--- src/rtl/dmairq_pkg.sv ---
package dmairq_pkg;
    localparam int NEV = 12;

    localparam int B_BADACC = 0;
    localparam int B_SDONE  = 1;
    localparam int B_DDONE  = 2;
    localparam int B_SWRAP  = 4;
    localparam int B_DWRAP  = 5;

    // event bits that come straight from the channel
    localparam logic [NEV-1:0] EXT_SET_MASK = 12'hFC8;

    localparam logic [11:0] OFF_STATUS = 12'h100;
    localparam logic [11:0] OFF_MASK   = 12'h104;
    localparam logic [11:0] OFF_ENABLE = 12'h108;
    localparam logic [11:0] OFF_DISABL = 12'h10C;
    localparam logic [11:0] OFF_SCOUNT = 12'h190;
    localparam logic [11:0] OFF_DCOUNT = 12'h194;

    typedef enum logic {
        S_IDLE = 1'b0,
        S_ACK  = 1'b1
    } acc_state_t;

    typedef enum logic [2:0] {
        T_NONE,
        T_STAT,
        T_MASK,
        T_EN,
        T_DIS,
        T_SCNT,
        T_DCNT
    } reg_tgt_t;
endpackage

--- src/rtl/dmairq_regif.sv ---
module dmairq_regif
    import dmairq_pkg::*;
#(
    parameter int AW  = 12,
    parameter int DW  = 32,
    parameter int CW  = 8,
    parameter int NCH = 2
) (
    input  logic                clk,
    input  logic                rst_n,
    input  logic                req,
    input  logic                we,
    input  logic [3:0]          be,
    input  logic [AW-1:0]       addr,
    input  logic [DW-1:0]       wdata,
    input  logic [NEV-1:0]      rd_status,
    input  logic [NEV-1:0]      rd_mask,
    input  logic [NCH*CW-1:0]   rd_cnt,
    output logic [DW-1:0]       rdata,
    output logic                ack,
    output logic [NEV-1:0]      w1c_vec,
    output logic [NEV-1:0]      en_vec,
    output logic [NEV-1:0]      dis_vec,
    output logic                bad_acc,
    output logic [NCH-1:0]      cnt_rd
);
    acc_state_t state_q, state_d;
    reg_tgt_t   tgt;
    logic       accept;
    logic       legal;
    logic [DW-1:0] rd_mux;

    // address decode
    always_comb begin
        tgt = T_NONE;
        if (AW'(OFF_STATUS) == addr) tgt = T_STAT;
        if (AW'(OFF_MASK)   == addr) tgt = T_MASK;
        if (AW'(OFF_ENABLE) == addr) tgt = T_EN;
        if (AW'(OFF_DISABL) == addr) tgt = T_DIS;
        if (AW'(OFF_SCOUNT) == addr) tgt = T_SCNT;
        if (AW'(OFF_DCOUNT) == addr) tgt = T_DCNT;
    end

    always_comb begin
        rd_mux = '0;
        unique case (tgt)
            T_STAT:  rd_mux = DW'(rd_status);
            T_MASK:  rd_mux = DW'(rd_mask);
            T_SCNT:  rd_mux = DW'(rd_cnt[CW-1:0]);
            T_DCNT:  rd_mux = DW'(rd_cnt[2*CW-1:CW]);
            default: rd_mux = '0;
        endcase
    end

    // state register
    always_ff @(posedge clk or negedge rst_n) begin
        if (!rst_n) state_q <= S_IDLE;
        else        state_q <= state_d;
    end

    // next state
    always_comb begin
        state_d = state_q;
        unique case (state_q)
            S_IDLE: if (req) state_d = S_ACK;
            S_ACK:  state_d = S_IDLE;
            default: state_d = S_IDLE;
        endcase
    end

    // outputs
    always_comb begin
        accept  = (state_q == S_IDLE) && req;
        legal   = accept && (tgt != T_NONE) && (be == 4'hF);
        ack     = (state_q == S_ACK);
        bad_acc = accept && !legal;
        w1c_vec = (legal && we && tgt == T_STAT) ? wdata[NEV-1:0] : '0;
        en_vec  = (legal && we && tgt == T_EN)   ? wdata[NEV-1:0] : '0;
        dis_vec = (legal && we && tgt == T_DIS)  ? wdata[NEV-1:0] : '0;
        cnt_rd  = '0;
        cnt_rd[0] = legal && !we && tgt == T_SCNT;
        cnt_rd[1] = legal && !we && tgt == T_DCNT;
    end

    always_ff @(posedge clk or negedge rst_n) begin
        if (!rst_n)      rdata <= '0;
        else if (accept) rdata <= (legal && !we) ? rd_mux : '0;
    end

    p_ack_single_r10: assert property (@(posedge clk) disable iff (!rst_n)
        ack |=> !ack);
    p_ack_follows_r10: assert property (@(posedge clk) disable iff (!rst_n)
        accept |=> ack);
endmodule

--- src/rtl/dmairq_cnt.sv ---
module dmairq_cnt #(
    parameter int CW = 8
) (
    input  logic          clk,
    input  logic          rst_n,
    input  logic          inc,
    input  logic          clr,
    output logic [CW-1:0] cnt,
    output logic          wrap
);
    localparam logic [CW-1:0] CMAX = '1;

    always_ff @(posedge clk or negedge rst_n) begin
        if (!rst_n)   cnt <= '0;
        else if (clr) cnt <= inc ? CW'(1) : '0;
        else if (inc) cnt <= cnt + CW'(1);
    end

    assign wrap = inc && !clr && (cnt == CMAX);

    p_wrap_zero_r4: assert property (@(posedge clk) disable iff (!rst_n)
        wrap |=> (cnt == '0));
    p_clr_inc_r9: assert property (@(posedge clk) disable iff (!rst_n)
        (clr && inc) |=> (cnt == CW'(1)));
endmodule

--- src/rtl/dmairq_stat.sv ---
module dmairq_stat
    import dmairq_pkg::*;
(
    input  logic           clk,
    input  logic           rst_n,
    input  logic [NEV-1:0] set_vec,
    input  logic [NEV-1:0] w1c_vec,
    input  logic [NEV-1:0] en_vec,
    input  logic [NEV-1:0] dis_vec,
    output logic [NEV-1:0] status,
    output logic [NEV-1:0] mask,
    output logic           irq
);
    always_ff @(posedge clk or negedge rst_n) begin
        if (!rst_n) begin
            status <= '0;
            mask   <= '1;
        end else begin
            status <= (status & ~w1c_vec) | set_vec;
            mask   <= (mask & ~en_vec) | dis_vec;
        end
    end

    assign irq = |(status & ~mask);

    p_set_wins_r7: assert property (@(posedge clk) disable iff (!rst_n)
        (|set_vec) |=> ((status & $past(set_vec)) == $past(set_vec)));
    p_en_clears_r3: assert property (@(posedge clk) disable iff (!rst_n)
        (|en_vec) |=> ((mask & $past(en_vec)) == '0));
    p_dis_sets_r3: assert property (@(posedge clk) disable iff (!rst_n)
        (|dis_vec) |=> ((mask & $past(dis_vec)) == $past(dis_vec)));
endmodule

--- src/rtl/dma_irq_ctrl.sv ---
module dma_irq_ctrl
    import dmairq_pkg::*;
#(
    parameter int AW = 12,
    parameter int DW = 32,
    parameter int CW = 8
) (
    input  logic          clk,
    input  logic          rst_n,
    input  logic          reg_req,
    input  logic          reg_we,
    input  logic [3:0]    reg_be,
    input  logic [AW-1:0] reg_addr,
    input  logic [DW-1:0] reg_wdata,
    output logic [DW-1:0] reg_rdata,
    output logic          reg_ack,
    input  logic          ev_src_dscr_done,
    input  logic          ev_dst_dscr_done,
    input  logic [11:0]   ev_chan,
    output logic          irq
);
    localparam int NCH = 2;

    logic [NEV-1:0]    status, mask, set_vec, w1c_vec, en_vec, dis_vec;
    logic [NCH*CW-1:0] cnt_flat;
    logic [NCH-1:0]    cnt_rd, cnt_inc, cnt_wrap;
    logic              bad_acc;

    assign cnt_inc = {ev_dst_dscr_done, ev_src_dscr_done};

    dmairq_regif #(.AW(AW), .DW(DW), .CW(CW), .NCH(NCH)) u_regif (
        .clk(clk), .rst_n(rst_n),
        .req(reg_req), .we(reg_we), .be(reg_be), .addr(reg_addr), .wdata(reg_wdata),
        .rd_status(status), .rd_mask(mask), .rd_cnt(cnt_flat),
        .rdata(reg_rdata), .ack(reg_ack),
        .w1c_vec(w1c_vec), .en_vec(en_vec), .dis_vec(dis_vec),
        .bad_acc(bad_acc), .cnt_rd(cnt_rd)
    );

    for (genvar g = 0; g < NCH; g++) begin : g_cnt
        dmairq_cnt #(.CW(CW)) u_cnt (
            .clk(clk), .rst_n(rst_n),
            .inc(cnt_inc[g]), .clr(cnt_rd[g]),
            .cnt(cnt_flat[g*CW +: CW]), .wrap(cnt_wrap[g])
        );
    end

    always_comb begin
        set_vec = ev_chan & EXT_SET_MASK;
        set_vec[B_BADACC] = bad_acc;
        set_vec[B_SDONE]  = cnt_inc[0];
        set_vec[B_DDONE]  = cnt_inc[1];
        set_vec[B_SWRAP]  = cnt_wrap[0];
        set_vec[B_DWRAP]  = cnt_wrap[1];
    end

    dmairq_stat u_stat (
        .clk(clk), .rst_n(rst_n),
        .set_vec(set_vec), .w1c_vec(w1c_vec), .en_vec(en_vec), .dis_vec(dis_vec),
        .status(status), .mask(mask), .irq(irq)
    );

    p_badacc_flag_r6: assert property (@(posedge clk) disable iff (!rst_n)
        bad_acc |=> status[B_BADACC]);
    p_done_flag_r5: assert property (@(posedge clk) disable iff (!rst_n)
        ev_dst_dscr_done |=> status[B_DDONE]);
endmodule

--- config.mk ---
export PLATFORM = sky130hd
export DESIGN_NAME = dma_irq_ctrl
export DESIGN_NICKNAME = d
export VERILOG_FILES = /design/src/rtl/dmairq_pkg.sv /design/src/rtl/dmairq_regif.sv /design/src/rtl/dmairq_cnt.sv /design/src/rtl/dmairq_stat.sv /design/src/rtl/dma_irq_ctrl.sv
export SDC_FILE = /design/constraint.sdc
export NUM_CORES = 1
export LEC_CHECK = 0
export BUFFER_PORTS_ARGS = -buffer_cell sky130_fd_sc_hd__buf_2
export CORE_MARGIN = 3
export CORE_UTILIZATION = 40
export CTS_CLUSTER_DIAMETER = 150
export DETAILED_ROUTE_END_ITERATION = 10
export GPL_ROUTABILITY_DRIVEN = 0
export PLACE_DENSITY_LB_ADDON = 0.08
export SLEW_MARGIN = 40
export SYNTH_ARGS = -nofsm -noshare
export SYNTH_HDL_FRONTEND = slang
export SYNTH_SLANG_ARGS = --single-unit
--- constraint.sdc ---
create_clock -name clk -period 2 [get_ports clk]
set_input_delay 0.3 -clock clk [delete_from_list [all_inputs] [get_ports clk]]
set_output_delay 0.3 -clock clk [all_outputs]
set_load 0.01 [all_outputs]
-- Yosys cells after proc, flatten, opt, wreduce, memory -nomap -nowiden
Cells that the tools add are included.
- input bits: 66
- logic and storage cells: 74
- output and inout port bits: 34
- register bits after elaboration: 73
- mux-type cells: 19
- bitwise operators: 9
- eq/ne operators: 15
- reductions and logical operators: 23
- add/sub/neg operators: 2
- operators with widths (cell ; count):
    equality test 9 x 12 -> 1 bit (first input constant) ; 6
    2-to-1 mux 12 bit ; 4
    case mux 12 bit (4 select lines) ; 1
    AND 12 bit ; 3
    NOT 12 bit ; 3
    2-to-1 mux 8 bit ; 4
    bitwise OR 12 bit ; 2
    adder 8 x 1 -> 8 bit (second input constant) ; 2
    equality test 8 bit (second input constant) ; 2
    logical AND 1 bit ; 15
    2-to-1 mux 3 bit ; 5
    OR reduction 12 bit ; 1
    equality test 3 bit (second input constant) ; 3
    equality test 3 x 2 -> 1 bit (second input constant) ; 2
    equality test 4 bit (second input constant) ; 1
    logical NOT 1 bit ; 4
    2-to-1 mux 1 bit ; 4
    nonzero test 2 bit ; 2
    equality test 3 x 1 -> 1 bit (second input constant) ; 1
    nonzero test 3 bit ; 1
    case mux 1 bit (2 select lines) ; 1
    NOT 1 bit ; 1

-- Depth between registers and ports, before layout
- depth in word-level cells: 16
- gate-level depth with buffers: 11
- mapped depth without buffers: 9

-- Hierarchy
Synthesis repeated with hierarchy kept, for this count alone.
- cell total of the unflattened synthesis: 345
- area, all modules: 3294.4 um^2
- modules (own cells, without submodules) (module ; cells an instance ; area an instance (um^2) ; sequential area each (um^2) ; instances):
    dmairq_regif ; 182 ; 1495.2 ; 325.3 ; 1
    dmairq_stat ; 85 ; 985.9 ; 615.6 ; 1
    dmairq_cnt ; 39 ; 406.6 ; 200.2 ; 2

-- Worst setup path after synthesis
OpenSTA, ideal clock, no wires.
- kind: input to register
- start point: in reg_addr[11]
- end point: reg u_stat.status[6]
- path buffers: 2
- library setup time: 0.124 ns
- setup slack: -0.637 ns
- arrival: 2.513 ns
- stages on the path: 11
- cells stage by stage: nor4_2 > nand2_1 > a211o_1 > inv_1 > ha_1 > clkbuf_1 > inv_1 > nor4_4 > buf_6 > a21oi_1 > or2_1
- word-level cells in the longest chain between the ends: 16
- elaborated cells on any way between the ends: 22
- those cells by class: eq/ne: 7; mux: 7; bitwise: 3; reduce/logical: 5
- ends and longest elaborated chain (what ; RTL line ; source):
    start: declaration ; dma_irq_ctrl.sv:13 ; input logic [AW-1:0] reg_addr,
    equality test 9 x 12 -> 1 bit ; dmairq_regif.sv:36 ; if (AW'(OFF_STATUS) == addr) tgt = T_STAT;
    2-to-1 mux 1 bit ; dmairq_regif.sv:36 ;
    2-to-1 mux 3 bit ; dmairq_regif.sv:37 ; if (AW'(OFF_MASK) == addr) tgt = T_MASK;
    2-to-1 mux 3 bit ; dmairq_regif.sv:38 ; if (AW'(OFF_ENABLE) == addr) tgt = T_EN;
    2-to-1 mux 3 bit ; dmairq_regif.sv:39 ; if (AW'(OFF_DISABL) == addr) tgt = T_DIS;
    2-to-1 mux 3 bit ; dmairq_regif.sv:40 ; if (AW'(OFF_SCOUNT) == addr) tgt = T_SCNT;
    2-to-1 mux 3 bit * ; dmairq_regif.sv:41 ; if (AW'(OFF_DCOUNT) == addr) tgt = T_DCNT;
    nonzero test 3 bit ; dmairq_regif.sv:74 ; legal = accept && (tgt != T_NONE) && (be == 4'hF);
    logical AND 1 bit (2 in a row) ; dmairq_regif.sv:74 ;
    logical AND 1 bit ; dmairq_regif.sv:77 ; w1c_vec = (legal && we && tgt == T_STAT) ? wdata[NEV-1:0] : '0;
    logical AND 1 bit * ; dmairq_regif.sv:77 ;
    2-to-1 mux 12 bit * ; dmairq_regif.sv:77 ;
    NOT 12 bit * ; dmairq_stat.sv:19 ; status <= (status & ~w1c_vec) | set_vec;
    AND 12 bit * ; dmairq_stat.sv:19 ;
    bitwise OR 12 bit * ; dmairq_stat.sv:19 ;
    end signal: assignment ; dmairq_stat.sv:19 ;
    end: declaration ; dmairq_stat.sv:10 ; output logic [NEV-1:0] status,
Mark *: on every way between the ends. The rest lies on a longest branch, timed or not.
A chain may end at the register's enable or synchronous reset.

-- Worst setup path in the final report
- start point: in reg_addr[9]
- end point: reg u_stat.status[3]
Same word-level chain as after synthesis.

==> impl_metrics.json <==
{
  "timing.final.crit_share_pct": 100,
  "clock_insertion_delay_worst_skew_ns": 0.30,
  "grt_first_pass_wirelength_um": 11700,
  "synthFlopType": "sky130_fd_sc_hd__dfrtp_1",
  "endpoint_kind": "register",
  "ctsRootBufferMaster": "sky130_fd_sc_hd__clkbuf_8",
  "grt_start_max_net_pins": 54,
  "track_usage_pct": 17.1,
  "routedWlPerCell_um": 15.0,
  "initial_antenna_violation_count": 0,
  "critPathMaxFanout": 5,
  "synth.area.top_cells": "sky130_fd_sc_hd__dfrtp_1 (34%), sky130_fd_sc_hd__dfstp_2 (11%), sky130_fd_sc_hd__a22o_1 (5.3%), sky130_fd_sc_hd__buf_4 (5.0%), sky130_fd_sc_hd__nand2_1 (4.8%)",
  "synthesis.area_per_instance_um2": 9.76,
  "criticalPathCategory": "input port to register",
  "floorplan.initialDensity_pct": 42.7,
  "cts_buffer_depth": 2,
  "drt.antenna.violating_nets": 0,
  "r2r_setup_slack_ns": 0.19,
  "grt_overflow_total": 0,
  "post-route-worst-setup-slack_ns": -0.00197,
  "detail_route.vias_per_cell": 5.02,
  "cts_tree": "yes",
  "numClockSinks": 53,
  "required_ns": 2.20,
  "number_of_enable_flip_flop_cells_after_synthesis": 0,
  "hold_bufs_inserted_after_cts": 0,
  "drive_gt1_share_pct": 36.9,
  "mostFrequentLayoutCell": "sky130_fd_sc_hd__buf_2",
  "run_status": "finished with violations",
  "flop_and_latch_count_out_of_synthesis": 53,
  "final_report_hold_violation_count": 0,
  "io-pin-count": 100,
  "placed_insts": 468,
  "synth_cell_type_count": 50,
  "rsz0062_at_grt": "yes",
  "timing.critical_path.arrival_ns": 2.20,
  "post_layout_nonfiller_instances": 481,
  "floorplan.die.height_um": 92.6,
  "post-place-ws_ns": -0.392,
  "failed_checks": "setup timing",
  "detailed_place_hpwl_um": 5440,
  "synth.yosys.warnings": 0,
  "count_of_port_buffers_added_during_placement": 54,
  "maxCapViolCount": 0,
  "hold_path_class": "input port to asynchronous set/reset pin",
  "setup_tns_ns": -0.00197,
  "p_per_area_mw_per_mm2": 678,
  "cts.htree.levels": 2,
  "synth_async_sr_flop_share_pct": 100,
  "coreArea_mm2": 0.00702,
  "clock_pin_slew_of_the_registers_on_the_worst_case_setup_and_hold_paths_ns": 0.10,
  "crit-reg2reg-launch": "u_regif.ack",
  "die_area_mm2": 0.00857,
  "vias": 2414,
  "r2r-end": "u_stat.status[3]",
  "design.final.nets": 456,
  "drt-pass1-iter-count": 4,
  "die_w_um": 92.6,
  "timing.slew.headroom_pct": 55.9,
  "report.final.slew_viol_count": 0,
  "clock_skew_ns": 0.00517,
  "num_antenna_cells": 0,
  "cellLeakagePower_nw": 1.64,
  "via_count_of_the_first_global_routing_pass": 2337,
  "floorplan.rows": 30,
  "syn-cell-area_mm2": 0.00300,
  "yosysTopAreaCell": "sky130_fd_sc_hd__dfrtp_1",
  "minimum_clock_period_after_layout_ns": 2.00,
  "cts-buffers-inserted": 5,
  "r2r_depth": 8,
  "ys_seq_area_share_pct": 44.8,
  "max_clock_freq_mhz": 500,
  "slew_at_the_pin_with_the_worst_max_slew_slack_ns": 0.661,
  "finalSetupViolCount": 1,
  "yosysTopAreaCellShare_pct": 34.2,
  "totalWireLength_um": 7200,
  "critical_path.startpoint_type": "input port",
  "detail_route.iter0.violations": 108,
  "power.ir.vdd_worst_mv": 0.622,
  "syn2layout_area_growth_pct": 26.8,
  "final_core_utilization_pct": 54.1,
  "total_power_w": 0.00258,
  "drc": 0,
  "syn_inst": 307,
  "final_cell_mix": "sky130_fd_sc_hd__buf_2 (51), sky130_fd_sc_hd__dfrtp_1 (41), sky130_fd_sc_hd__nand2_1 (34)"
}
worst max-delay path by stage:
stage | startpoint | to | slack, ns
2_1_floorplan | reg_addr[5] | u_stat.status[6] | -0.26
3_3_place_gp | reg_addr[11] | u_stat.status[9] | -0.35
3_5_place_dp | reg_addr[11] | u_stat.status[2] | -0.39
4_1_cts | reg_addr[11] | u_stat.status[2] | 0.007
5_1_grt | reg_addr[9] | u_stat.status[3] | -0.11
6_report | reg_addr[9] | u_stat.status[3] | -0.002
cell families (layout without fill, tap and decap cells):
kind of cell / count (synthesis) / after routing / synth area share, %
simple gates: 101 / 101 / 19.1
compound gates: 76 / 76 / 18.0
flops: 53 / 53 / 44.8
buf+inv: 51 / 110 / 9.73
xor+xnor: 15 / 15 / 4.38
fa+ha+maj: 6 / 6 / 2.51
mux: 4 / 4 / 1.34
other cells: 1 / 20 / 0.125
per-stage QoR:
stage	area, um^2	hold WS [ns]
after global routing	3800	0.152
after global placement	3500	0.461
after floorplan	3140	0.00441
after detailed placement	3500	0.465
final	3800	0.103
after CTS	3630	0.134
synthesized netlist by cell type (2+ instances only):
library cell / instances
sky130_fd_sc_hd__nor3b_1: 2
sky130_fd_sc_hd__mux2i_1: 4
sky130_fd_sc_hd__nor4_4: 3
sky130_fd_sc_hd__nor3_1: 8
sky130_fd_sc_hd__a21o_1: 8
sky130_fd_sc_hd__clkbuf_1: 7
sky130_fd_sc_hd__nand4_1: 4
sky130_fd_sc_hd__o22ai_1: 3
sky130_fd_sc_hd__ha_1: 6
sky130_fd_sc_hd__nand2b_1: 2
sky130_fd_sc_hd__buf_4: 20
sky130_fd_sc_hd__nand2_1: 38
sky130_fd_sc_hd__xnor2_1: 6
sky130_fd_sc_hd__a221oi_1: 3
sky130_fd_sc_hd__dfstp_2: 12
sky130_fd_sc_hd__a22o_1: 18
sky130_fd_sc_hd__nor2_1: 18
sky130_fd_sc_hd__a22oi_1: 11
sky130_fd_sc_hd__buf_2: 2
sky130_fd_sc_hd__o21ai_0: 14
sky130_fd_sc_hd__buf_6: 3
sky130_fd_sc_hd__a21oi_1: 11
sky130_fd_sc_hd__or2_1: 2
sky130_fd_sc_hd__dfrtp_1: 41
sky130_fd_sc_hd__xor2_1: 9
sky130_fd_sc_hd__nand3_1: 9
sky130_fd_sc_hd__or2_2: 3
sky130_fd_sc_hd__inv_1: 18
routing by layer:
layer | global-route usage, % | vias up | share of wire [%]
met5 | 0 | - | 0
met4 | 3.34 | 0 | 0.68
met3 | 2.76 | 5 | 6.0
met2 | 27.7 | 72 | 47
met1 | 24.3 | 1156 | 46
li1 | - | 1181 | -
sequential cells by signal, summed over array words and instances (netlist names):
register / count
g_cnt.u_cnt.cnt: 16
u_regif.rdata: 12
u_stat.mask: 12
u_stat.status: 12
u_regif.ack: 1
cell type report:
| type | count | area [um^2] |
|---|---|---|
| tap | 96 | 120 |
| clock inverter | 1 | 30.0 |
| timing repair buffer | 84 | 572 |
| fill | 691 | 3220 |
| inverter | 18 | 70.1 |
| multi-input combinational | 222 | 1580 |
| clock buffer | 7 | 86.3 |
| sequential | 53 | 1340 |
critical path, stage by stage:
cell	delay (ns)
sky130_fd_sc_hd__buf_6	0.10
sky130_fd_sc_hd__nor4b_4	0.29
sky130_fd_sc_hd__nand2_2	0.09
sky130_fd_sc_hd__a211o_1	0.32
sky130_fd_sc_hd__inv_2	0.09
sky130_fd_sc_hd__ha_4	0.16
sky130_fd_sc_hd__inv_4	0.05
sky130_fd_sc_hd__nor4_4	0.33
sky130_fd_sc_hd__buf_6	0.18
sky130_fd_sc_hd__buf_6	0.10
sky130_fd_sc_hd__nand2_1	0.05
sky130_fd_sc_hd__a21o_1	0.14
where the power goes:
| group | internal (W) | total, W | switching (W) |
|---|---|---|---|
| Clock | 0.000409 | 0.000755 | 0.000346 |
| Sequential | 0.00121 | 0.00139 | 0.000180 |
| Combinational | 0.000212 | 0.000433 | 0.000221 |
| Total | 0.00183 | 0.00258 | 0.000746 |
repair_timing:
action,CTS,global route
endpoints found under the hold margin,0,0
resized for setup,2,34
cloned,1,0
pin swaps,1,21
setup endpoints to repair,6,31
buffers inserted,0,4
Note: power is estimated with default switching activity, not from simulation.
